### src/rtl/dcpm_pkg.sv
// Shared types for the dual-CPU power mode controller.
// Assumes exactly two CPUs, each hosted in its own processor domain.
package dcpm_pkg;
    localparam int N_CPU = 2;
    localparam int N_DOM = 2;
    localparam int N_SEL = N_CPU * (N_DOM + 1);

    typedef enum logic [1:0] {CPU_RUN = 2'd0, CPU_SLEEP = 2'd1, CPU_HALT = 2'd2} cpu_mode_t;
    typedef enum logic [1:0] {DOM_ON = 2'd0, DOM_STOP = 2'd1, DOM_OFF = 2'd2} dom_mode_t;
    typedef enum logic [1:0] {SYS_LIMIT = 2'd0, SYS_FULL = 2'd1,
                              SYS_STOP = 2'd2, SYS_OFF = 2'd3} sys_mode_t;

    function automatic logic cpu_awake(cpu_mode_t m);
        return m != CPU_HALT;
    endfunction
endpackage

### src/rtl/cpu_mode_fsm.sv
// Per-CPU mode register and clock gating.
// Assumes wake_i is already reduced to the lines routed to this CPU.
module cpu_mode_fsm
    import dcpm_pkg::*;
#(
    parameter int N_PER = 3
) (
    input  logic             clk,
    input  logic             rst_n,
    input  logic             sleep_req_i,
    input  logic             halt_req_i,
    input  logic             wake_i,
    input  logic [N_PER-1:0] per_en_i,
    input  logic [N_PER-1:0] per_lp_i,
    output cpu_mode_t        mode_o,
    output logic             clk_en_o,
    output logic [N_PER-1:0] per_clk_o
);
    cpu_mode_t mode_q, mode_d;

    // Next-mode selection from the requests and the wakeup.
    always_comb begin
        if (mode_q == CPU_HALT)
            mode_d = wake_i ? CPU_RUN : CPU_HALT;
        else if (halt_req_i && !wake_i)
            mode_d = CPU_HALT;
        else if (sleep_req_i)
            mode_d = CPU_SLEEP;
        else
            mode_d = CPU_RUN;
    end

    // Mode register.
    always_ff @(posedge clk) begin
        if (!rst_n) mode_q <= CPU_RUN;
        else        mode_q <= mode_d;
    end

    // Clock gating per mode.
    always_comb begin
        clk_en_o = (mode_q == CPU_RUN);
        unique case (mode_q)
            CPU_RUN:   per_clk_o = per_en_i;
            CPU_SLEEP: per_clk_o = per_en_i & per_lp_i;
            default:   per_clk_o = '0;
        endcase
    end

    assign mode_o = mode_q;


    halt_hold_chk: assert property (@(posedge clk) disable iff (!rst_n)
        (mode_q == CPU_HALT && !wake_i) |=> (mode_q == CPU_HALT));

    halt_entry_chk: assert property (@(posedge clk) disable iff (!rst_n)
        (halt_req_i && !wake_i) |=> (mode_q == CPU_HALT));
endmodule

### src/rtl/dom_mode_ctl.sv
// Processor domain mode with the isolation and power sequence.
// Assumes the CPU modes it receives are registered.
module dom_mode_ctl
    import dcpm_pkg::*;
(
    input  logic         clk,
    input  logic         rst_n,
    input  cpu_mode_t    own_mode_i,
    input  cpu_mode_t    oth_mode_i,
    input  logic         oth_owns_i,
    input  logic [N_CPU-1:0] sel_i,
    output dom_mode_t    mode_o,
    output logic         clk_en_o,
    output logic         pwr_en_o,
    output logic         iso_o
);
    dom_mode_t mode_q, mode_d;
    logic      pwr_q, iso_q;

    // Domain mode from the ownership and the select vote.
    always_comb begin
        if (cpu_awake(own_mode_i) || (oth_owns_i && cpu_awake(oth_mode_i)))
            mode_d = DOM_ON;
        else if (!(&sel_i))
            mode_d = DOM_STOP;
        else
            mode_d = DOM_OFF;
    end

    // Mode register.
    always_ff @(posedge clk) begin
        if (!rst_n) mode_q <= DOM_ON;
        else        mode_q <= mode_d;
    end

    // Isolation leads power-off and trails power-on by one cycle.
    always_ff @(posedge clk) begin
        if (!rst_n) begin
            pwr_q <= 1'b1;
            iso_q <= 1'b0;
        end else if (mode_q == DOM_OFF) begin
            iso_q <= 1'b1;
            pwr_q <= pwr_q & ~iso_q;
        end else begin
            pwr_q <= 1'b1;
            iso_q <= iso_q & ~pwr_q;
        end
    end

    assign mode_o   = mode_q;
    assign clk_en_o = (mode_q == DOM_ON);
    assign pwr_en_o = pwr_q;
    assign iso_o    = iso_q;


    iso_lead_chk: assert property (@(posedge clk) disable iff (!rst_n)
        $fell(pwr_q) |-> (iso_q && $past(iso_q)));

    iso_trail_chk: assert property (@(posedge clk) disable iff (!rst_n)
        $fell(iso_q) |-> (pwr_q && $past(pwr_q)));

    cross_run_chk: assert property (@(posedge clk) disable iff (!rst_n)
        (oth_owns_i && cpu_awake(oth_mode_i)) |=> (mode_q == DOM_ON));
endmodule

### src/rtl/sys_mode_ctl.sv
// Always-on system domain mode, including the limited run after reset and standby.
// Assumes the CPU modes it receives are registered.
module sys_mode_ctl
    import dcpm_pkg::*;
#(
    parameter int N_WAKE = 4
) (
    input  logic              clk,
    input  logic              rst_n,
    input  cpu_mode_t         cpu0_mode_i,
    input  cpu_mode_t         cpu1_mode_i,
    input  logic [N_WAKE-1:0] wake_i,
    input  logic [N_CPU-1:0]  keep_i,
    input  logic [N_SEL-1:0]  sel_i,
    input  logic              vready_i,
    output sys_mode_t         mode_o,
    output logic              clk_en_o,
    output logic              pwr_en_o
);
    sys_mode_t mode_q, mode_d, park;
    logic      sup_q, sup_d, busy;

    // Activity and the parking depth from the vote of all select bits.
    always_comb begin
        busy = cpu_awake(cpu0_mode_i) || cpu_awake(cpu1_mode_i) || (|wake_i) || (|keep_i);
        park = (&sel_i) ? SYS_OFF : SYS_STOP;
    end

    // Next system mode.
    always_comb begin
        unique case (mode_q)
            SYS_LIMIT: mode_d = !busy ? park : (vready_i ? SYS_FULL : SYS_LIMIT);
            SYS_FULL:  mode_d = !busy ? park : SYS_FULL;
            SYS_STOP:  mode_d = busy ? (sup_q ? SYS_FULL : SYS_LIMIT) : park;
            default:   mode_d = busy ? SYS_LIMIT : SYS_OFF;
        endcase
        if (mode_d == SYS_FULL)     sup_d = 1'b1;
        else if (mode_d == SYS_OFF) sup_d = 1'b0;
        else                        sup_d = sup_q;
    end

    // Mode and supply-confirmed registers.
    always_ff @(posedge clk) begin
        if (!rst_n) begin
            mode_q <= SYS_LIMIT;
            sup_q  <= 1'b0;
        end else begin
            mode_q <= mode_d;
            sup_q  <= sup_d;
        end
    end

    assign mode_o   = mode_q;
    assign clk_en_o = (mode_q == SYS_LIMIT) || (mode_q == SYS_FULL);
    assign pwr_en_o = (mode_q != SYS_OFF);


    limit_hold_chk: assert property (@(posedge clk) disable iff (!rst_n)
        (mode_q == SYS_LIMIT && !vready_i) |=> (mode_q != SYS_FULL));

    off_exit_chk: assert property (@(posedge clk) disable iff (!rst_n)
        (mode_q == SYS_OFF) |=> (mode_q == SYS_OFF || mode_q == SYS_LIMIT));

    keep_run_chk: assert property (@(posedge clk) disable iff (!rst_n)
        (|keep_i) |=> (mode_q == SYS_LIMIT || mode_q == SYS_FULL));
endmodule

### src/rtl/dual_cpu_pwr_ctrl.sv
// Top of the power mode controller: two CPU mode registers, two processor
// domains and the system domain. Assumes all inputs are synchronous to clk.
module dual_cpu_pwr_ctrl
    import dcpm_pkg::*;
#(
    parameter int                N_PER        = 3,
    parameter int                N_WAKE       = 4,
    parameter logic [N_WAKE-1:0] WAKE_TO_CPU1 = 4'b1010
) (
    input  logic                    clk,
    input  logic                    rst_n,
    input  logic [1:0]              sleep_req_i,
    input  logic [1:0]              halt_req_i,
    input  logic [N_WAKE-1:0]       wake_i,
    input  logic [1:0]              keep_sys_i,
    input  logic [3:0]              owner_map_i,
    input  logic [5:0]              pdsel_i,
    input  logic                    vready_i,
    input  logic [2*N_PER-1:0]      per_en_i,
    input  logic [2*N_PER-1:0]      per_lp_i,
    output logic [3:0]              cpu_mode_o,
    output logic [1:0]              cpu_clk_en_o,
    output logic [2*N_PER-1:0]      per_clk_o,
    output logic [3:0]              dom_mode_o,
    output logic [1:0]              dom_clk_en_o,
    output logic [1:0]              dom_pwr_en_o,
    output logic [1:0]              dom_iso_o,
    output logic [1:0]              sys_mode_o,
    output logic                    sys_clk_en_o,
    output logic                    sys_pwr_en_o
);
    localparam int SEL_STRIDE = N_DOM + 1;

    cpu_mode_t cpu_mode [N_CPU];
    sys_mode_t sys_mode;

    for (genvar c = 0; c < N_CPU; c++) begin : g_cpu
        logic [N_WAKE-1:0] route;
        assign route = (c == 1) ? WAKE_TO_CPU1 : ~WAKE_TO_CPU1;

        cpu_mode_fsm #(.N_PER(N_PER)) i_cpu (
            .clk         (clk),
            .rst_n       (rst_n),
            .sleep_req_i (sleep_req_i[c]),
            .halt_req_i  (halt_req_i[c]),
            .wake_i      (|(wake_i & route)),
            .per_en_i    (per_en_i[c*N_PER +: N_PER]),
            .per_lp_i    (per_lp_i[c*N_PER +: N_PER]),
            .mode_o      (cpu_mode[c]),
            .clk_en_o    (cpu_clk_en_o[c]),
            .per_clk_o   (per_clk_o[c*N_PER +: N_PER])
        );
        assign cpu_mode_o[2*c +: 2] = cpu_mode[c];
    end

    for (genvar d = 0; d < N_DOM; d++) begin : g_dom
        localparam int OTH = N_CPU - 1 - d;
        dom_mode_t mode;

        dom_mode_ctl i_dom (
            .clk        (clk),
            .rst_n      (rst_n),
            .own_mode_i (cpu_mode[d]),
            .oth_mode_i (cpu_mode[OTH]),
            .oth_owns_i (owner_map_i[OTH*N_DOM + d]),
            .sel_i      ({pdsel_i[SEL_STRIDE + d], pdsel_i[d]}),
            .mode_o     (mode),
            .clk_en_o   (dom_clk_en_o[d]),
            .pwr_en_o   (dom_pwr_en_o[d]),
            .iso_o      (dom_iso_o[d])
        );
        assign dom_mode_o[2*d +: 2] = mode;
    end

    sys_mode_ctl #(.N_WAKE(N_WAKE)) i_sys (
        .clk         (clk),
        .rst_n       (rst_n),
        .cpu0_mode_i (cpu_mode[0]),
        .cpu1_mode_i (cpu_mode[1]),
        .wake_i      (wake_i),
        .keep_i      (keep_sys_i),
        .sel_i       (pdsel_i),
        .vready_i    (vready_i),
        .mode_o      (sys_mode),
        .clk_en_o    (sys_clk_en_o),
        .pwr_en_o    (sys_pwr_en_o)
    );
    assign sys_mode_o = sys_mode;
endmodule

### config.mk
export PLATFORM = sky130hd
export DESIGN_NAME = dual_cpu_pwr_ctrl
export DESIGN_NICKNAME = d
export VERILOG_FILES = /design/src/rtl/dcpm_pkg.sv /design/src/rtl/cpu_mode_fsm.sv /design/src/rtl/dom_mode_ctl.sv /design/src/rtl/sys_mode_ctl.sv /design/src/rtl/dual_cpu_pwr_ctrl.sv
export SDC_FILE = /design/constraint.sdc
export NUM_CORES = 1
export LEC_CHECK = 0
export ABC_AREA = 1
export BUFFER_PORTS_ARGS = -buffer_cell sky130_fd_sc_hd__buf_2
export CORE_MARGIN = 2
export CORE_UTILIZATION = 40
export CTS_BUF_LIST = sky130_fd_sc_hd__clkbuf_4 sky130_fd_sc_hd__clkbuf_8 sky130_fd_sc_hd__clkbuf_16
export CTS_CLUSTER_SIZE = 30
export DETAILED_ROUTE_END_ITERATION = 16
export PLACE_DENSITY = 0.83
export SETUP_SLACK_MARGIN = 0.1
export SYNTH_ARGS = -nofsm -noshare
export SYNTH_HDL_FRONTEND = slang
export SYNTH_SLANG_ARGS = --single-unit
### constraint.sdc
create_clock -name clk -period 2.6 [get_ports clk]
set_clock_uncertainty 0.2 [all_clocks]
set_input_delay 0.78 -clock clk [delete_from_list [all_inputs] [get_ports clk]]
set_output_delay 0.78 -clock clk [all_outputs]
set_load 0.02 [all_outputs]
==> results of run 1 <==
==> power by group through the flow <==
stage	logic, uW	registers (uW)	clock network, uW
floorplan	42.3	250	0
global placement	82.2	246	0
detailed placement	84.2	246	0
CTS	84.6	241	133
global route	93.8	242	148
finish	83.9	241	130
==> state kept, by name (all words and copies together) (netlist names) <==
signal / cells
i_sys.mode_o: 2
g_cpu.i_cpu.mode_o: 4
i_sys.sup_q: 1
g_dom.i_dom.iso_o: 2
g_dom.i_dom.mode_o: 4
g_dom.i_dom.pwr_en_o: 2
==> worst min-delay path by stage <==
stage	endpoint
2_1_floorplan	g_dom[0].i_dom.pwr_en_o
3_3_place_gp	g_dom[1].i_dom.pwr_en_o
3_5_place_dp	g_dom[1].i_dom.pwr_en_o
4_1_cts	g_dom[1].i_dom.pwr_en_o
5_1_grt	g_dom[1].i_dom.pwr_en_o
6_report	g_dom[1].i_dom.pwr_en_o
==> cell usage in the layout, fill, tap and decap left out <==
master	count
nor2_2	1
clkbuf_4	3
nand2_1	16
o21ai_0	9
nor2_1	27
a31o_2	1
nor3_1	1
inv_2	2
nand3_1	4
a211oi_1	1
o21ai_1	1
nand2_2	2
nor2_4	1
a21oi_1	5
clkinv_2	1
dfxtp_1	15
inv_1	12
nand3_2	1
buf_2	58
==> cell families after synthesis <==
group	count (synthesis)
and+or+nand+nor	53
buffers and inverters	23
AOI/OAI and AO/OA	17
DFF	15
==> area by class of cell <==
type	instances	area, um2	share of cell area, %
clock inverters	1	5.00	0.491
inverters	14	52.6	5.15
clock buffers	3	22.5	2.21
well taps	25	31.3	3.07
flip-flops and latches	15	300	29.4
multi-input cells	70	318	31.2
repair buffers	58	290	28.5
==> through the flow <==
step | area [um2] | hold WS, ns | total power, uW
floorplan | 736 | 0.235 | 293
global placement | 992 | 0.241 | 328
detailed placement | 992 | 0.248 | 330
CTS | 1020 | 0.262 | 459
global route | 1020 | 0.293 | 483
finish | 1020 | 0.264 | 455
==> layer usage <==
metal	global-route usage, %	vias up	part of all wire [%]
li1	-	433	-
met5	0	-	0
met1	19.2	361	41
met2	31.8	27	54
met3	3.85	0	5.1
met4	5.00	0	0
==> summary.txt, run 1 <==
Grt total ovfl = 0
Count leader, synth = nor2_1
Pwr dens = 446 nW/um2
Prevailing post-synth register cell = dfxtp_1
Layout cells sized above 1 = 43.5%
Final Hold Vio Count = 0
Crit path launch = per_lp_i[0]
Post-Synth Adder-Cell Area = 0%
Clock transition at path regs = 0.10 ns
RSZ-0062 raised after global routing = false
CP max FO = 1
Synth top area cells = dfxtp_1, nor2_1, buf_4, nand2_1, o21ai_0
Crit path top cell by count = buf_2
Setup Fix Bufs, Post-CTS = 0
Initial Util = 42.6%
Nets = 197
Ant. Diodes = 0
WP buf/inv = 2
Post-synthesis mux area share = 0%
Final worst setup slack = 0.362 ns
Routability congestion estimate = 0.814
Post-CTS sizing = 0
MaxCap Viol Count = 0
DR pass1 iterations = 4
Reg2reg end = i_sys.sup_q
Compound-Gate Fraction of Synth Area = 12.4%
Port Buf Inserts = 58
Vias per cell = 4.41
Startpoint Class = primary input
Hold buffers post-CTS = 0
Synth Area in XOR/XNOR = 0%
Net Count, Synth = 143
Post-Synth Simple-Gate Area = 30.8%
CP endpoint kind = primary output
I/O pin cnt = 61
Sw Ratio = 27.9%
Outcome = finished, final reports clean
Sink Count = 15
Seq pwr share = 52.9%
Tcrit/Tclk final = 86.1%
Setup TNS = 0 ns
Async S/R FF share, synth = 0%
Flops & latches, synth = 15
Pins Over Slew Limit = 0
Slowest cell delay on critical path = 0.18 ns
Fin util = 59.1%
Clk pwr share = 28.6%
Leak pwr = 0.000552 uW
Mapped Area = 736 um2
Sequential fraction of the synthesis area = 40.8%
Final Setup Violations = 0
Achievable Freq = 0.447 GHz
Type of the most critical hold path = reg2reg
Starting DRT DRC Count = 8
Die ar. = 2200 um2
Crit Path Class = in2out
Drt drc = 0
DR vias = 821
Min-Delay Path Depth = 1
Row cnt = 15
Main combinational cell family by area after synthesis = simple AND/OR/NAND/NOR gates
VDD IR-drop max = 0.262 mV
Minimum clock period = 2.24 ns
H-tree depth = 1
Final WL = 1820 um
RR Startpoint = g_cpu[0].i_cpu.mode_o[1]
Initial antenna violation count = 0
Post-synth EDFFs = 0
Post-synth cell types = 18
Post-DR wirelength/cell = 9.78 um
CP arrival = 1.26 ns
Die W = 46.9 um
Total GRT Usage = 17.1%
Crit path depth = 4
Vias in the first global route = 695
Critical Path RT = 1.62 ns
Num CTS Buffers = 3
CTS root buf = clkbuf_4
Critical path, cell by cell = buf_2 -> o21ai_0 -> nor2_1 -> buf_2
Antenna viol nets, final = 0
Die Ht = 46.9 um
Last element of the critical path = per_clk_o[0]
Syn Inst Count = 108
Worst Max-Slew Pin Slew = 0.227 ns
Internal = 328 uW
First-pass GRT wire length = 2720 um
P&R area growth vs syn = 38.6%
Synth top area share = 40.8%
Crit-path leading delay family = buffers and inverters
Relative slew slack = 84.8%
Syn_area_per_cell = 6.81 um2
Std-Cell Core Area = 1730 um2
DP HPWL = 1520 um
Net Switching = 127 uW
Filler cells = 169
Ys Warns = 0
Crit-path slowest cell = o21ai_0
CTS tree = built
Hold path start = g_dom[1].i_dom.iso_o
Clock buffer depth = 2
Worst Reg-to-Reg Cells = 7
Worst reg-to-reg setup slack = 1.26 ns
Commonest cells post-synth = nor2_1, nand2_1, dfxtp_1
Maximum number of pins on one net before global-route repair = 10
Dominant cell type by area after synthesis = dfxtp_1
Gate power share = 18.5%
Dpl ws = 0.359 ns
Inst Count DP = 182
Post-route insts no fill = 186
Worst-Skew Late Latency = 0.27 ns
Power figures use the tool's default switching activity.
==> run 2, diff against run 1 <==
- PLACE_DENSITY: 0.83 -> default
- PLACE_DENSITY_LB_ADDON: default -> 0.12
==> run 2 against run 1 <==
  * Register-to-register slack about the same
  * Design area unchanged
  * Sequential power about the same
  * Global-route usage down 0.34 points
  * Via count unchanged
  * Combinational power about the same
  * Final cell count unchanged
==> summary.txt, run 2 (synthesis gave the netlist of run 1 again) <==
CTS root buf = clkbuf_4
Vias per cell = 4.41
DR vias = 821
Port Buf Inserts = 58
Std-Cell Core Area = 1730 um2
Die Ht = 46.9 um
Minimum clock period = 2.23 ns
Crit-path slowest cell = o21ai_0
Most common cell after layout, fill and taps aside = buf_2
Final Setup Violations = 0
Final WL = 1740 um
Met1 wire length = 674 um
Starting DRT DRC Count = 15
Antenna viol nets, final = 0
Worst Max-Slew Pin Slew = 0.227 ns
DP HPWL = 1460 um
Num CTS Buffers = 3
RSZ-0062 raised after global routing = false
Clock buffer depth = 2
CP endpoint kind = primary output
Grt total ovfl = 0
Worst-Skew Late Latency = 0.28 ns
Initial Util = 42.6%
Ant. Diodes = 0
Die W = 46.9 um
Row cnt = 15
Top sig layer = met4
CP arrival = 1.25 ns
DR WL met2 = 902 um
First-pass GRT wire length = 2600 um
VDD IR-drop max = 0.293 mV
H-tree depth = 1
Sink Count = 15
Die ar. = 2200 um2
Type of the most critical hold path = reg2reg
Maximum number of pins on one net before global-route repair = 10
Crit-path leading delay family = buffers and inverters
Startpoint Class = primary input
Crit Path Class = in2out
Hold Slack = 0.268 ns
DR pass1 iterations = 4
P&R area growth vs syn = 38.6%
Setup TNS = 0 ns
Leak pwr = 0.000552 uW
Layout cells sized above 1 = 43.5%
Outcome = finished, final reports clean
Tcrit/Tclk final = 85.7%
Pins Over Slew Limit = 0
CTS tree = built
Setup Fix Bufs, Post-CTS = 0
Drt drc = 0
Routed length on met3 = 140 um
Achievable Freq = 0.449 GHz
Vias in the first global route = 677
Hold buffers post-CTS = 0
Nets = 197
Critical path, cell by cell = buf_2 -> o21ai_0 -> nor2_1 -> buf_2
Post-DR wirelength/cell = 9.37 um
Crit path top cell by count = buf_2
Post-CTS sizing = 0
Routability congestion estimate = 0.664
Placed inst area = 992 um2
Slowest cell delay on critical path = 0.17 ns
Initial antenna violation count = 0
I/O pin cnt = 61
Critical Path RT = 1.62 ns
Total GRT Usage = 16.7%
Final Hold Vio Count = 0
MaxCap Viol Count = 0
Pwr dens = 449 nW/um2
Relative slew slack = 84.8%
Final Cell Area = 1020 um2
WP buf/inv = 2
Most frequent cells in the layout = buf_2, nor2_1, nand2_1
CP max FO = 1
Clock transition at path regs = 0.09 ns
-- run 2: cell counts in the layout (fill, tap and decap cells not counted) --
No cell type changed its count.
-- run 2: final cells by class --
class                   instances  area, um2
fillers                       202        707
multi-input cells              70        318
clock inverters                 1       5.00
repair buffers                 58        290
inverters                      14       52.6
flip-flops and latches         15        300
well taps                      25       31.3
clock buffers                   3       22.5
-- run 2: path summary, 6_finish.rpt --
kind | startpoint | to | slack (ns) | depth (start not counted)
hold reg to reg | g_dom[1].i_dom.iso_o | g_dom[1].i_dom.pwr_en_o | 0.27 | 1
setup reg to reg | g_cpu[0].i_cpu.mode_o[1] | i_sys.sup_q | 1.26 | 7
setup / recovery | per_lp_i[1] | per_clk_o[1] | 0.37 | 4
hold / removal | g_dom[1].i_dom.iso_o | g_dom[1].i_dom.pwr_en_o | 0.27 | 1
-- run 2: through the flow --
stage	cells	power, uW	util, %	setup slack (ns)
floorplan	108	293	-	0.488
global placement	182	328	57.5	0.396
detailed placement	182	330	57.5	0.358
CTS	186	465	59.1	0.362
global route	186	484	59.1	0.287
finish	186	458	59.1	0.371
-- run 2: power by group --
group | leakage (uW) | internal (uW) | total [uW] | switching (uW)
logic | 0.000412 | 36.0 | 83.7 | 47.7
registers | 0.000122 | 235 | 240 | 5.33
clock network | 0.0000177 | 57.2 | 134 | 76.6
-- run 2: metal layers --
layer / global-route usage [%] / up-vias
met1: 18.2 / 353
met5: 0 / -
li1: - / 436
met2: 29.0 / 28
met3: 6.92 / 4
met4: 6.11 / 0
